## src/rtl/attn_bank.sv

```systemverilog
module attn_bank #(
  parameter int NREG = 5,
  parameter int DW = 8,
  parameter int AW = 4,
  parameter logic [7:0] STATE_RST = 8'h07
) (
  input  logic               clk,
  input  logic               rst_n,
  input  logic [AW-1:0]      addr,
  input  logic [DW-1:0]      wdata,
  input  logic               wr,
  input  logic               rd,
  output logic [DW-1:0]      rdata,
  input  logic [NREG*DW-1:0] ev,
  output logic               irq
);
  localparam logic [AW-1:0] SUM_A = AW'(2*NREG);
  localparam logic [AW-1:0] SNT_A = AW'(2*NREG+1);
  localparam logic [AW-1:0] CMP_A = AW'(2*NREG+2);

  logic [NREG-1:0][DW-1:0] attn, ntfy;
  logic [DW-1:0] cmp, snt, sum_v;

  always_ff @(posedge clk) begin
    if (!rst_n) begin
      cmp <= '0;
      snt <= '0;
    end else if (wr) begin
      if (addr == CMP_A) cmp <= wdata;
      if (addr == SNT_A) snt <= wdata;
    end
  end

  genvar i;
  generate
    for (i = 0; i < NREG; i++) begin : g_reg
      logic          hit_a, hit_n;
      logic [DW-1:0] wmask, evs, nxt;
      assign hit_a = wr && addr == AW'(2*i);
      assign hit_n = wr && addr == AW'(2*i+1);
      assign evs   = ev[i*DW +: DW];
      assign wmask = hit_a ? ~(cmp ^ attn[i]) : '0;
      assign nxt   = (attn[i] & ~wmask) | (wdata & wmask) | evs;

      always_ff @(posedge clk) begin
        if (!rst_n) begin
          attn[i] <= (i == 0) ? DW'(STATE_RST) : '0;
          ntfy[i] <= '0;
        end else begin
          attn[i] <= nxt;
          if (hit_n) ntfy[i] <= wdata;
        end
      end

      assign sum_v[DW-1-i] = |(attn[i] & ntfy[i]);


      sticky_chk: assert property (@(posedge clk) disable iff (!rst_n)
        !(wr && addr == AW'(2*i)) |=> ((attn[i] & $past(attn[i])) == $past(attn[i])));


      set_wins_chk: assert property (@(posedge clk) disable iff (!rst_n)
        (|evs) |=> ((attn[i] & $past(evs)) == $past(evs)));


      cond_write_chk: assert property (@(posedge clk) disable iff (!rst_n)
        (wr && addr == AW'(2*i)) |=>
          (((attn[i] ^ $past(attn[i])) & $past(cmp ^ attn[i]) & ~$past(evs)) == '0));
    end
    if (NREG < DW) begin : g_res
      assign sum_v[DW-1-NREG:0] = '0;
    end
  endgenerate

  assign irq = |(sum_v & snt);

  always_comb begin
    rdata = '0;
    if (rd) begin
      for (int k = 0; k < NREG; k++) begin
        if (addr == AW'(2*k))   rdata = attn[k];
        if (addr == AW'(2*k+1)) rdata = ntfy[k];
      end
      if (addr == SUM_A) rdata = sum_v;
      if (addr == SNT_A) rdata = snt;
      if (addr == CMP_A) rdata = cmp;
    end
  end


  irq_mask_chk: assert property (@(posedge clk) disable iff (!rst_n)
    irq |-> (snt != '0));


  idle_read_chk: assert property (@(posedge clk) disable iff (!rst_n)
    !rd |-> (rdata == '0));
endmodule

```

## config.mk

```make
export PLATFORM = sky130hd
export DESIGN_NAME = attn_bank
export DESIGN_NICKNAME = d
export VERILOG_FILES = /design/src/rtl/attn_bank.sv
export SDC_FILE = /design/constraint.sdc
export NUM_CORES = 1
export LEC_CHECK = 0
export CAP_MARGIN = 25
export CELL_PAD_IN_SITES_DETAIL_PLACEMENT = 1
export CELL_PAD_IN_SITES_GLOBAL_PLACEMENT = 1
export CORE_MARGIN = 2
export CORE_UTILIZATION = 46
export DETAILED_ROUTE_END_ITERATION = 10
export MAX_ROUTING_LAYER = met4
export PLACE_DENSITY_LB_ADDON = 0.1
export SETUP_SLACK_MARGIN = 0.02
export SLEW_MARGIN = 5
export SYNTH_ARGS = -nofsm -noshare
export SYNTH_HDL_FRONTEND = slang
export SYNTH_SLANG_ARGS = --single-unit
```

## constraint.sdc

```tcl
create_clock -name clk -period 3.15 [get_ports clk]
set_clock_uncertainty 0.2 [all_clocks]
set_input_delay 0.63 -clock clk [delete_from_list [all_inputs] [get_ports clk]]
set_output_delay 0.63 -clock clk [all_outputs]
set_load 0.02 [all_outputs]
```

==> metrics <==
Worst Setup SP addr[2]; via count 6078; Post-synth EDFFs 0; Hold Vio Cnt, Final 0; diode count 0; Final Cycle Share 0.9705; maxcap violations 0; Syn Std Cell Area 5682 um2; post-synthesis sequential area ratio 0.3383; largest net degree at the start of global routing 48; Syn Area/Cell 8.140 um2; I/O Pins 65; power density cells 418.6 nW/um2; layout overhead on the synthesized area 25.66%; asr flop ratio synth 0; Leak Pwr approximately 2.9 nW; CTS Root Cell clkbuf_16; crit path buf inv count 3; total wire length 23770 um; initial DRC count 468; commonest non-fill, non-tap cells in the layout dfxtp_1, buf_4, a21boi_0; max-slew violation count 0; row count 40; die area between 10000 and 15000 um2; H-tree levels 3; total of warnings raised by yosys 0; grt ovf 0; core area between 10000 and 15000 um2; drc violations 0; Top delay family on crit path compound AO/OA/AOI/OAI gates; CP cell instances clkdlybuf4s15_2 > buf_4 > mux2_2 > a22oi_1 > a221oi_2 > o21ai_1 > a21oi_2 > buf_4; layout cells sized above 1 0.1769; fin crit period 3057 ps; XOR/XNOR Fraction of Synth Area 0; critical path arrival 2230 ps; Max VDD drop 378.0 uV; #FFs+latches synth 96; Netlist cell types 59; design area about 7100 um2; Setup violations, final 0; Place WS -681.8 ps; Die Y about 120 um; CTS Buf Count 9; WL/cell roughly 25 um; kind of critical path primary input to primary output; vias in the first global route 6076; clock slew at reported path FFs 70 ps; DP Area 6749 um2; TritonCTS clock tree yes; filler cell count 1447; area share of fa/ha/maj cells after synthesis 0; Simple-Gate Fraction of Synth Area 0.1546; HP Start ntfy[15]$_SDFFE_PN0P_; global-route wire length before repair roughly 36000 um; f_max between 300 and 400 MHz; max_slew headroom 0.4479; port bufs 64; Syn Inst Count 698; Mapped Nets 754; crit path launch type primary input; HPWL after DPL 17450 um; CP max FO 7; First-pass DRT Iterations 5; Synth Flop Type dfxtp_1; Setup crit end kind primary output; initial antenna violation count 0; largest family of logic cells by synthesized area compound AO/OA/AOI/OAI gates; Initial Util 0.4730; HP Class flip-flop to flip-flop; most common cell after layout, fill and taps aside dfxtp_1; GRT Util Overall 0.3768; antenna-violating nets left 0; die width 115.1 um; GPL Wtd Cong 1.004; mux cell area share after synthesis 0.06937; post-layout util 0.5944; Final Worst Setup Slack slightly above 90 ps; worst-margin pin slew 825.5 ps; status finished, final reports clean; Sink Count 96; clock buffer depth 2; slowest CP cell mux2_2; Worst Path Required 2320 ps; Final nets 849; Via density roughly 6.4; Worst-Skew Late Latency roughly 360 ps; CP most frequent cell buf_4; RSZ-0062 raised after global routing false; worst r2r src cmp[4]$_SDFFE_PN0P_; complex-gate fraction of the synthesized area 0.3640; critical path's largest stage delay 340 ps
==> flip-flops by register name, summed over array words and instances, names as in the netlist <==
name	count
snt	8
cmp	8
ntfy	40
attn	40
==> cells in the mapped netlist, drive strengths merged (17+ instances only) <==
library cell  instances  area, um2
a21boi               81      608.1
a21oi                46      230.2
a22oi                30      225.2
buf                  25      201.4
clkbuf               31      116.4
dfxtp                96       1922
inv                  27      101.4
mux2i                27      270.3
nand2                56      210.2
nor2                 43      192.7
nor2b                19      118.9
o21a                 17      127.6
o21ai                80      400.4
o22ai                23      143.9
==> what timing repair did <==
action | in CTS | in global routing
setup buffers | 0 | 0
gates resized for setup | 59 | 12
hold buffers | 0 | 0
gates cloned | 0 | 1
endpoints found under the hold margin | 0 | 0
pin swaps | 6 | 4
setup endpoints to repair | 8 | 8
==> metal layers <==
metal	share of wire	global-route usage	wire length (um)	vias to the layer above
met2	0.48	0.6114	11460	249
met3	0.063	0.07327	1508	67
met1	0.41	0.4597	9750	3040
met4	0.044	0.1542	1052	0
li1	-	-	-	2722
met5	0	-	0	-
==> worst min-delay path, cell delays in order (launching register included) <==
cell	delay [ps]
dfxtp_1	320
o21ai_0	70
a21boi_0	70
==> through the flow <==
| stage | hold WS (ps) | TNS (ps) | cells | power (mW) |
|---|---|---|---|---|
| after floorplan | 257.6 | 0 | 698 | 1.595 |
| after global placement | 277.7 | -4770 | 928 | 1.819 |
| after detailed placement | 291.7 | -4959 | 928 | 1.841 |
| after CTS | 302.0 | 0 | 943 | 2.973 |
| after global routing | 337.1 | 0 | 944 | 3.069 |
| final | 307.9 | 0 | 944 | 2.989 |
==> logic make-up after synthesis <==
| logic type | Yosys count |
|---|---|
| AOI/OAI and AO/OA | 313 |
| buffers and inverters | 83 |
| DFF | 96 |
| muxes | 36 |
| and+or+nand+nor | 170 |
==> worst paths after layout <==
check,to,slack (ps),cells after the start
setup / recovery,rdata[1],90,8
hold / removal,ntfy[15]$_SDFFE_PN0P_,310,2
hold reg to reg,ntfy[15]$_SDFFE_PN0P_,310,2
setup reg to reg,attn[36]$_SDFF_PN0_,1740,4
==> report_power, final <==
group / switching (mW) / leakage [nW] / internal, mW / total, mW
Sequential: 0.0525 / 0.786 / 1.26 / 1.31
Combinational: 0.285 / 1.94 / 0.246 / 0.531
Clock: 0.511 / 0.146 / 0.637 / 1.15
==> area by class of cell <==
class | count | area [um2] | area share
multi-input combinational | 519 | 3433 | 0.4809
clock buffer | 11 | 242.7 | 0.03400
clock inverter | 4 | 52.55 | 0.007361
tap | 147 | 183.9 | 0.02576
timing repair buffer | 140 | 1204 | 0.1686
inverter | 27 | 101.3 | 0.01420
sequential | 96 | 1922 | 0.2692
(Power assumes the default switching activity.)
